## config.mk

```make
export PLATFORM = sky130hd
export DESIGN_NAME = dpot_i2c_target
export DESIGN_NICKNAME = d
export VERILOG_FILES = /design/src/rtl/dpot_pkg.sv /design/src/rtl/dpot_bus_cond.sv /design/src/rtl/dpot_xfer_fsm.sv /design/src/rtl/dpot_regfile.sv /design/src/rtl/dpot_i2c_target.sv
export SDC_FILE = /design/constraint.sdc
export NUM_CORES = 1
export LEC_CHECK = 0
export BUFFER_PORTS_ARGS = -buffer_cell sky130_fd_sc_hd__buf_4
export CORE_MARGIN = 2
export CORE_UTILIZATION = 40
export CTS_CLUSTER_SIZE = 8
export DETAILED_ROUTE_END_ITERATION = 8
export PLACE_DENSITY = 0.62
export SLEW_MARGIN = 20
export SYNTH_ARGS = -nofsm -noshare
export SYNTH_HDL_FRONTEND = slang
export SYNTH_SLANG_ARGS = --single-unit
```

## constraint.sdc

```tcl
create_clock -name clk -period 5.4 [get_ports clk]
set_input_delay 1.08 -clock clk [delete_from_list [all_inputs] [get_ports clk]]
set_output_delay 1.08 -clock clk [all_outputs]
set_load 0.01 [all_outputs]
```

## src/rtl/dpot_pkg.sv

```systemverilog
package dpot_pkg;
  localparam int BYTE_W = 8;

  typedef enum logic [3:0] {
    ST_IDLE,
    ST_ID,
    ST_ID_ACK,
    ST_ADDR,
    ST_ADDR_ACK,
    ST_WDAT,
    ST_WDAT_ACK,
    ST_RDAT,
    ST_RACK,
    ST_SKIP
  } xfer_st_e;
endpackage

```

## src/rtl/dpot_bus_cond.sv

```systemverilog
// Edge and bus-condition detection on the oversampled SCL/SDA pair.
module dpot_bus_cond (
  input  logic clk,
  input  logic rst_n,
  input  logic scl_i,
  input  logic sda_i,
  output logic scl_rise_o,
  output logic scl_fall_o,
  output logic start_o,
  output logic stop_o
);
  logic scl_q, sda_q;

  always_ff @(posedge clk or negedge rst_n) begin
    if (!rst_n) begin
      scl_q <= 1'b1;
      sda_q <= 1'b1;
    end else begin
      scl_q <= scl_i;
      sda_q <= sda_i;
    end
  end

  assign scl_rise_o = scl_i & ~scl_q;
  assign scl_fall_o = ~scl_i & scl_q;
  assign start_o    = scl_i & scl_q & sda_q & ~sda_i;
  assign stop_o     = scl_i & scl_q & ~sda_q & sda_i;
endmodule

```

## src/rtl/dpot_xfer_fsm.sv

```systemverilog
// Byte/bit sequencer: identity match, pointer, write and read phases.
module dpot_xfer_fsm
  import dpot_pkg::*;
#(
  parameter int          NCH       = 4,
  parameter logic [3:0]  ID_PREFIX = 4'b1010,
  parameter logic [7:0]  CTL_ADDR  = 8'h10
) (
  input  logic              clk,
  input  logic              rst_n,
  input  logic              scl_rise,
  input  logic              scl_fall,
  input  logic              start,
  input  logic              stop,
  input  logic              sda_i,
  input  logic [2:0]        strap_i,
  input  logic [BYTE_W-1:0] rd_data_i,
  output logic              sda_oe_o,
  output logic              wr_stb_o,
  output logic [BYTE_W-1:0] ptr_o,
  output logic [BYTE_W-1:0] wr_data_o
);
  localparam logic [BYTE_W-1:0] LAST_CH = BYTE_W'(NCH - 1);

  xfer_st_e          st, st_d;
  logic [3:0]        cnt, cnt_d;
  logic [BYTE_W-1:0] sr, sr_d;
  logic [BYTE_W-1:0] ptr, ptr_d, ptr_nx;
  logic              rw, rw_d, mack, mack_d, stb, stb_d;
  logic              id_hit, addr_ok, byte_end;

  assign id_hit   = (sr[7:1] == {ID_PREFIX, strap_i});
  assign addr_ok  = (sr <= LAST_CH) || (sr == CTL_ADDR);
  assign ptr_nx   = (ptr < LAST_CH) ? ptr + 1'b1 : ptr;
  assign byte_end = scl_fall && (cnt == 4'd8);

  always_comb begin
    st_d   = st;
    cnt_d  = cnt;
    sr_d   = sr;
    ptr_d  = ptr;
    rw_d   = rw;
    mack_d = mack;
    stb_d  = 1'b0;
    if (stop) begin
      st_d = ST_IDLE;
    end else if (start) begin
      st_d  = ST_ID;
      cnt_d = 4'd0;
    end else begin
      unique case (st)
        ST_ID, ST_ADDR, ST_WDAT: begin
          if (scl_rise) begin
            sr_d  = {sr[BYTE_W-2:0], sda_i};
            cnt_d = cnt + 4'd1;
          end else if (byte_end) begin
            cnt_d = 4'd0;
            if (st == ST_ID) begin
              if (id_hit) begin
                st_d = ST_ID_ACK;
                rw_d = sr[0];
              end else begin
                st_d = ST_SKIP;
              end
            end else if (st == ST_ADDR) begin
              if (addr_ok) begin
                st_d  = ST_ADDR_ACK;
                ptr_d = sr;
              end else begin
                st_d = ST_SKIP;
              end
            end else begin
              st_d = ST_WDAT_ACK;
            end
          end
        end
        ST_ID_ACK: begin
          if (scl_fall) begin
            cnt_d = 4'd0;
            if (rw) begin
              st_d = ST_RDAT;
              sr_d = rd_data_i;
            end else begin
              st_d = ST_ADDR;
            end
          end
        end
        ST_ADDR_ACK: begin
          if (scl_fall) begin
            st_d  = ST_WDAT;
            cnt_d = 4'd0;
          end
        end
        ST_WDAT_ACK: begin
          if (scl_rise) stb_d = 1'b1;
          if (scl_fall) begin
            st_d  = ST_WDAT;
            cnt_d = 4'd0;
            ptr_d = ptr_nx;
          end
        end
        ST_RDAT: begin
          if (scl_fall) begin
            if (cnt == 4'd7) begin
              st_d  = ST_RACK;
              cnt_d = 4'd0;
            end else begin
              sr_d  = {sr[BYTE_W-2:0], 1'b0};
              cnt_d = cnt + 4'd1;
            end
          end
        end
        ST_RACK: begin
          if (scl_rise) begin
            mack_d = ~sda_i;
            if (!sda_i) ptr_d = ptr_nx;
          end else if (scl_fall) begin
            if (mack) begin
              st_d = ST_RDAT;
              sr_d = rd_data_i;
            end else begin
              st_d = ST_SKIP;
            end
          end
        end
        default: ;
      endcase
    end
  end

  always_ff @(posedge clk or negedge rst_n) begin
    if (!rst_n) begin
      st   <= ST_IDLE;
      cnt  <= 4'd0;
      sr   <= '0;
      ptr  <= '0;
      rw   <= 1'b0;
      mack <= 1'b0;
      stb  <= 1'b0;
    end else begin
      st   <= st_d;
      cnt  <= cnt_d;
      sr   <= sr_d;
      ptr  <= ptr_d;
      rw   <= rw_d;
      mack <= mack_d;
      stb  <= stb_d;
    end
  end

  assign sda_oe_o  = (st == ST_ID_ACK) || (st == ST_ADDR_ACK) || (st == ST_WDAT_ACK)
                  || ((st == ST_RDAT) && !sr[BYTE_W-1]);
  assign wr_stb_o  = stb;
  assign ptr_o     = ptr;
  assign wr_data_o = sr;
endmodule

```

## src/rtl/dpot_regfile.sv

```systemverilog
// Four wiper registers and the control register, with masked writes.
module dpot_regfile
  import dpot_pkg::*;
#(
  parameter int          NCH      = 4,
  parameter logic [7:0]  CTL_ADDR = 8'h10,
  parameter logic [7:0]  RST_VAL  = 8'h40,
  parameter int          SHDN_BIT = 6
) (
  input  logic                  clk,
  input  logic                  rst_n,
  input  logic                  wr_stb,
  input  logic [BYTE_W-1:0]     wr_addr,
  input  logic [BYTE_W-1:0]     wr_data,
  input  logic [BYTE_W-1:0]     rd_addr,
  output logic [BYTE_W-1:0]     rd_data,
  output logic [NCH*BYTE_W-1:0] wiper_o,
  output logic [BYTE_W-1:0]     ctl_o
);
  localparam logic [BYTE_W-1:0] WIPER_MASK = {1'b0, {(BYTE_W-1){1'b1}}};
  localparam logic [BYTE_W-1:0] CTL_MASK   = BYTE_W'(1) << SHDN_BIT;

  logic [BYTE_W-1:0] wreg [NCH];
  logic [BYTE_W-1:0] ctl;

  for (genvar g = 0; g < NCH; g++) begin : g_ch
    logic wen;
    assign wen = wr_stb && (wr_addr == BYTE_W'(g));
    always_ff @(posedge clk or negedge rst_n) begin
      if (!rst_n)   wreg[g] <= RST_VAL & WIPER_MASK;
      else if (wen) wreg[g] <= wr_data & WIPER_MASK;
    end
    assign wiper_o[g*BYTE_W +: BYTE_W] = wreg[g];
  end

  always_ff @(posedge clk or negedge rst_n) begin
    if (!rst_n)                              ctl <= RST_VAL & CTL_MASK;
    else if (wr_stb && wr_addr == CTL_ADDR)  ctl <= wr_data & CTL_MASK;
  end

  always_comb begin
    rd_data = '0;
    for (int i = 0; i < NCH; i++)
      if (rd_addr == BYTE_W'(i)) rd_data = wreg[i];
    if (rd_addr == CTL_ADDR) rd_data = ctl;
  end

  assign ctl_o = ctl;
endmodule

```

## src/rtl/dpot_i2c_target.sv

```systemverilog
module dpot_i2c_target
  import dpot_pkg::*;
#(
  parameter int          NCH       = 4,
  parameter logic [3:0]  ID_PREFIX = 4'b1010,
  parameter logic [7:0]  CTL_ADDR  = 8'h10,
  parameter logic [7:0]  RST_VAL   = 8'h40,
  parameter int          SHDN_BIT  = 6
) (
  input  logic                  clk,
  input  logic                  rst_n,
  input  logic                  scl_i,
  input  logic                  sda_i,
  input  logic [2:0]            strap_i,
  output logic                  sda_oe_o,
  output logic [NCH*BYTE_W-1:0] wiper_o,
  output logic [BYTE_W-1:0]     ctl_o,
  output logic                  wr_stb_o,
  output logic [BYTE_W-1:0]     wr_addr_o
);
  logic [1:0]        rst_q;
  logic              srst_n;
  logic              scl_rise, scl_fall, start, stop;
  logic [BYTE_W-1:0] ptr, wr_data, rd_data;

  always_ff @(posedge clk or negedge rst_n) begin
    if (!rst_n) rst_q <= 2'b00;
    else        rst_q <= {rst_q[0], 1'b1};
  end
  assign srst_n = rst_q[1];

  dpot_bus_cond u_cond (
    .clk(clk), .rst_n(srst_n), .scl_i(scl_i), .sda_i(sda_i),
    .scl_rise_o(scl_rise), .scl_fall_o(scl_fall), .start_o(start), .stop_o(stop)
  );

  dpot_xfer_fsm #(.NCH(NCH), .ID_PREFIX(ID_PREFIX), .CTL_ADDR(CTL_ADDR)) u_fsm (
    .clk(clk), .rst_n(srst_n), .scl_rise(scl_rise), .scl_fall(scl_fall),
    .start(start), .stop(stop), .sda_i(sda_i), .strap_i(strap_i),
    .rd_data_i(rd_data), .sda_oe_o(sda_oe_o), .wr_stb_o(wr_stb_o),
    .ptr_o(ptr), .wr_data_o(wr_data)
  );

  dpot_regfile #(.NCH(NCH), .CTL_ADDR(CTL_ADDR), .RST_VAL(RST_VAL), .SHDN_BIT(SHDN_BIT)) u_regs (
    .clk(clk), .rst_n(srst_n), .wr_stb(wr_stb_o), .wr_addr(ptr), .wr_data(wr_data),
    .rd_addr(ptr), .rd_data(rd_data), .wiper_o(wiper_o), .ctl_o(ctl_o)
  );

  assign wr_addr_o = ptr;
endmodule

```

* Yosys cells after proc, flatten, opt, wreduce, memory -nomap -nowiden *
Index checks and enable logic that the tools add are counted.

storage, ports and cells
  input port bits = 7
  register bits = 60
  logic and storage cells = 154

cells by class
  equal/unequal tests = 43
  add/subtract/negate cells = 2
  bitwise gates (word level) = 14
  mux-type cells = 52
  order comparisons = 2
  reduce and logical (&&, ||, !) cells = 26

operators with widths
  cell                                                            number
  two-way mux 8 bit                                               21
  two-way mux 4 bit                                               21
  case mux 8 bit (4 select lines)                                 1
  inequality test 4 x 3 -> 1 bit, second input constant           6
  case mux 8 bit (3 select lines)                                 1
  AND reduction 11 bit                                            2
  == test 4 x 3 -> 1 bit, second input constant                   5
  case mux 4 bit (5 select lines)                                 1
  inequality test 2 x 1 -> 1 bit, second input constant           9
  == test 8 x 2 -> 1 bit, second input constant                   2
  == test 8 x 5 -> 1 bit, second input constant                   2
  inequality test 2 bit, second input constant                    7
  case mux 4 bit (3 select lines)                                 1
  AND reduction 9 bit                                             1
  adder 8 x 1 -> 8 bit, second input constant                     1
  == test 4 x 2 -> 1 bit, second input constant                   2
  == test 4 bit, second input constant                            2
  == test 8 x 1 -> 1 bit, second input constant                   1
  less-or-equal comparator 8 x 2 -> 1 bit, second input constant  1
  logical NOT 8 bit                                               1
  < comparator 8 x 2 -> 1 bit, second input constant              1
  inequality test 4 bit, second input constant                    2
  nonzero test 4 bit                                              2
  bitwise AND 1 bit                                               7
  20 further kinds                                                39

* Logic depth before layout (Yosys ltp) *
  depth after elaboration = 10
  mapped depth = 9
  mapped depth without buffers = 7

* Modules after synthesis *
A second synthesis with hierarchy kept.

unflattened totals
  cell total of the unflattened synthesis = 314
  area, all modules = 3,485.8 sq um

modules (own cells, without submodules)
  module           area an instance (sq um)  instances  seq. area each (sq um)  cells an instance
  dpot_xfer_fsm    1,844.3                   1          675.6                   201
  dpot_regfile     1,502.7                   1          732.0                   104
  dpot_bus_cond    85.1                      1          52.6                    6
  dpot_i2c_target  53.8                      1          50.0                    3

* Worst setup path after synthesis *
Ideal clock, no wire load.

  kind = in2reg
  start = input scl_i
  end = register u_fsm.sr[0] (netlist: u_fsm.wr_data_o[0])
  slack = 2.984 ns
  cell stages on the path = 5
  path buffers = 1
  arrival time = 2.291 ns
  data required time = 5.275 ns
  setup time = 0.125 ns
  cells stage by stage = nand2b_1 > clkbuf_1 > a311o_1 > a21oi_2 > mux2_2

on the way
  longest elaborated chain between the ends = 5
  elaborated cells between the ends (all ways) = 16
  those cells by class = eq/ne: 5; bitwise: 10; reduce/logical: 1

ends and longest elaborated chain
  item                                               line                                      text
  start, declared                                    dpot_i2c_target.sv:12                     input logic scl_i,
  bitwise AND 1 bit                                  dpot_bus_cond.sv:26, dpot_bus_cond.sv:27
  bitwise AND 1 bit (on tied branches) (2 in a row)  dpot_bus_cond.sv:27, dpot_bus_cond.sv:26
  NOT 1 bit (no source line)                         n/a
  AND reduction 11 bit (no source line) (*)          n/a
  end signal, assigned                               dpot_xfer_fsm.sv:143                      sr <= sr_d;
  end, declared                                      dpot_xfer_fsm.sv:27                       logic [BYTE_W-1:0] sr, sr_d;

Mark *: on every way between the ends. The rest lies on a longest branch, timed or not.
A chain may end at the register's enable or synchronous reset.

* Worst setup path after layout *
  start = register u_fsm.st[2]
  end = output sda_oe_o

on the way
  longest elaborated chain between the ends = 4
  elaborated cells between the ends (all ways) = 8
  those cells by class = eq/ne: 4; reduce/logical: 4

ends and longest elaborated chain
  item                                                                     line                   text
  start, declared                                                          dpot_xfer_fsm.sv:25    xfer_st_e st, st_d;
  start signal, assigned                                                   dpot_xfer_fsm.sv:141   st <= st_d;
  == test 4 x 2 -> 1 bit / == test 4 x 3 -> 1 bit (equally long branches)  dpot_xfer_fsm.sv:151   assign sda_oe_o = (st == ST_ID_ACK) || (st == ST_ADDR_ACK) || (st == ST_WDAT_ACK)
  logical OR 1 bit (2 in a row)                                            dpot_xfer_fsm.sv:151
  logical OR 1 bit (*)                                                     dpot_xfer_fsm.sv:152   || ((st == ST_RDAT) && !sr[BYTE_W-1]);
  end, declared                                                            dpot_i2c_target.sv:15  output logic sda_oe_o,

Marked as above.

==> key figures <==
Finish
  – ANT cells: 0
  – Layout cells sized above 1: 32.25%
  – Most common cell after layout, fill and taps aside: dfrtp_1
  – Post-route insts no fill: between 400 and 500
  – Area delta synth->final: 16.64%
  – Final instance area: roughly 4000 um2
  – Final Net Count: roughly 380
  – Most frequent cells in the layout: 52 x dfrtp_1, 46 x buf_4, 37 x mux2_2

Floorplan
  – IO Count: 57
  – Die Y: 96.78 um
  – Core area: between 8000 and 9000 um2
  – DIE AREA: approximately 9400 um2
  – Die X: 96.78 um
  – Starting Density: slightly above 40%
  – Num rows: 33

Timing
  – Clock Skews: roughly 8.6 ps
  – Fin crit share: between 50% and 60%
  – RSZ-0062 raised after global routing: false
  – Hold Slack: 358.8 ps
  – Period minus WS final: between 2000 and 3000 ps
  – Tightest Pin Transition: 753.5 ps
  – Finish-stage setup viols: 0
  – Hold Vio Cnt, Final: 0
  – Fin. max-slew vios: 0
  – Fmax achieved: around 350 MHz
  – Final setup TNS: 0 ps
  – Slew HR: around half

CTS
  – Clk buf depth: 2
  – CTS tree: yes
  – CTS Root Cell: clkbuf_8
  – Depth of the CTS H-tree: 3
  – Setup bufs post-CTS: 0
  – # clock sinks: 60
  – Hold_buf cts: 0
  – CTS Buf Count: 9
  – Clock Latency Late Sink: 350 ps
  – Post-CTS Resized: 0
  – Worst-path clk slew: roughly 70 ps

Placement
  – IO buf count: 45
  – Placed cell count: between 400 and 500
  – Post-DP HPWL: slightly below 6000 um
  – Placed instance area: ~3800 um2
  – GPL Wtd Cong: 0.9148

Yosys
  – Synth top area share: approximately two fifths
  – Leading area contributor after synthesis: dfrtp_1
  – Post-synthesis sequential area ratio: roughly 44%
  – Number of synthesized flops with an enable pin: 0
  – Post-Synthesis Cells: 326
  – Post-synth ARST share: 100.0%
  – Yosys cell types: between 60 and 70
  – Top cells by area, synth: dfrtp_1 39%, mux2_2 12%, dfstp_2 5.3%
  – Post-synth top flop: dfrtp_1
  – Mapped cell area: 3443 um2
  – Yosys warns: 0
  – Post-synthesis register bit count: 60
  – Syn_area_per_cell: roughly 11 um2

Power and ir drop
  – Total power: roughly 1.9 mW
  – Leakage power: approximately 1.8 nW
  – PD cells: approximately 480 nW/um2
  – Worst VDD drop: slightly above 200 uV

Run status
  – Run status: finished clean

Route
  – Post-route DRC: 0
  – Post-route ant nets: 0
  – 1st-iter DRT viols: between 100 and 150
  – Final wirelength: between 8000 and 9000 um
  – Avg WL per Cell: roughly 18 um
  – Vias per cell: ~5.7
  – Initial DRT Pass Iterations: 4
  – Vias: 2686

Critical path
  – Worst path slowest cell: dfrtp_1
  – Crit Path Class: flop to output port
  – Crit end category: output port
  – Max stage delay on crit path: between 700 and 800 ps
  – Startpoint Class: flop
  – CP Max Fanout: 18
  – WP depth: 5
  – CP Data Arrival Time: ~1800 ps
  – Critical path cell sequence: inv_1 -> o21ai_0 -> nand2_1 -> a21oi_1 -> buf_4
  – CP Data Required Time: between 4000 and 5000 ps
  – Top delay family on crit path: flip-flops
  – WP buf/inv: 2
  – Worst r2r path cells: 5

Global route
  – Total global-route track usage: between 10% and 20%
  – First-pass GRT wire length: 13520 um
  – Vias in the first global route: ~2.7k
  – Initial antenna violation count: 0
  – Largest net degree at the start of global routing: 59
  – Grt total ovfl: 0

Job
  – Number of max-cap violations: 0

Min path
  – Worst min path class: flop to flop
  – Hold path depth: 0
-- registers in the layout, indices dropped and copies added, names as in the netlist --
name / count
rst_q: 2
u_cond.scl_q: 1
u_cond.sda_q: 1
u_fsm.cnt: 4
u_fsm.mack: 1
u_fsm.ptr_o: 8
u_fsm.rw: 1
u_fsm.st: 4
u_fsm.wr_data_o: 8
u_fsm.wr_stb_o: 1
u_regs.ctl_o: 1
u_regs.wiper_o: 28
-- final cells by class --
class / instances / area [um2]
well taps: 105 / 131.4
multi-input cells: 238 / 1783
flip-flops and latches: 60 / 1511
fillers: 760 / 4283
repair buffers: 46 / 345.3
inverters: 9 / 33.78
clock buffers: 11 / 151.4
clock inverters: 5 / 60.06
-- kinds of logic after synthesis --
family / Yosys count / share of synthesized area [%]
AND/OR/NAND/NOR: 98 / 17.15
adder cells (fa/ha/maj): 6 / 2.180
buffers and inverters: 38 / 5.451
flip-flops: 60 / 43.86
AO/OA/AOI/OAI: 75 / 16.35
multiplexers: 41 / 13.26
XOR/XNOR: 6 / 1.526
other: 2 / 0.2181
-- per-layer routing --
layer  GRT usage (%)  wire length (um)
met1           24.48              3869
met2           28.21              3932
met3           3.829               390
met4           6.067               123
met5               0                 0
-- Yosys cell counts, drive strengths merged (2+ instances only) --
master,n
a21boi,6
a21oi,8
a221oi,7
a22oi,3
a311o,2
a31oi,6
and2,9
buf,16
clkbuf,13
conb,2
dfrtp,53
dfstp,7
ha,6
inv,9
mux2,37
mux2i,4
nand2,19
nand2b,9
nand3,13
nand3b,3
nor2,8
nor2b,13
nor3,8
nor4,2
nor4b,4
o211ai,2
o21a,2
o21ai,10
o31ai,10
o41ai,2
or4,3
xnor2,2
xor2,4
-- where the power goes --
group | leakage [nW] | switching (mW) | total (mW) | internal, mW
Clock | 0.106 | 0.193 | 0.432 | 0.239
Sequential | 0.781 | 0.192 | 0.730 | 0.538
Combinational | 0.933 | 0.404 | 0.763 | 0.359
-- stage by stage --
stage	setup slack [ps]	util, %
floorplan	2984	-
finish	2502	48.39
global placement	2764	45.85
CTS	2509	48.39
global route	2386	48.39
detailed placement	2695	45.85
-- path summary, 6_finish.rpt --
check	startpoint	to	slack, ps
worst max-delay path	u_fsm.st[2]$_DFFE_PN0P_	sda_oe_o	2500
worst min-delay path	rst_q[0]$_DFF_PN0_	rst_q[1]$_DFF_PN0_	360
worst max register to register	u_fsm.st[3]$_DFFE_PN0P_	u_fsm.wr_data_o[5]$_DFFE_PN0P_	2940
worst min register to register	rst_q[0]$_DFF_PN0_	rst_q[1]$_DFF_PN0_	360
max in group asynchronous	rst_q[1]$_DFF_PN0_	u_fsm.ptr_o[4]$_DFFE_PN0P_	4490
min in group asynchronous	rst_q[1]$_DFF_PN0_	u_fsm.ptr_o[5]$_DFFE_PN0P_	410
Power figures use the tool's default switching activity.
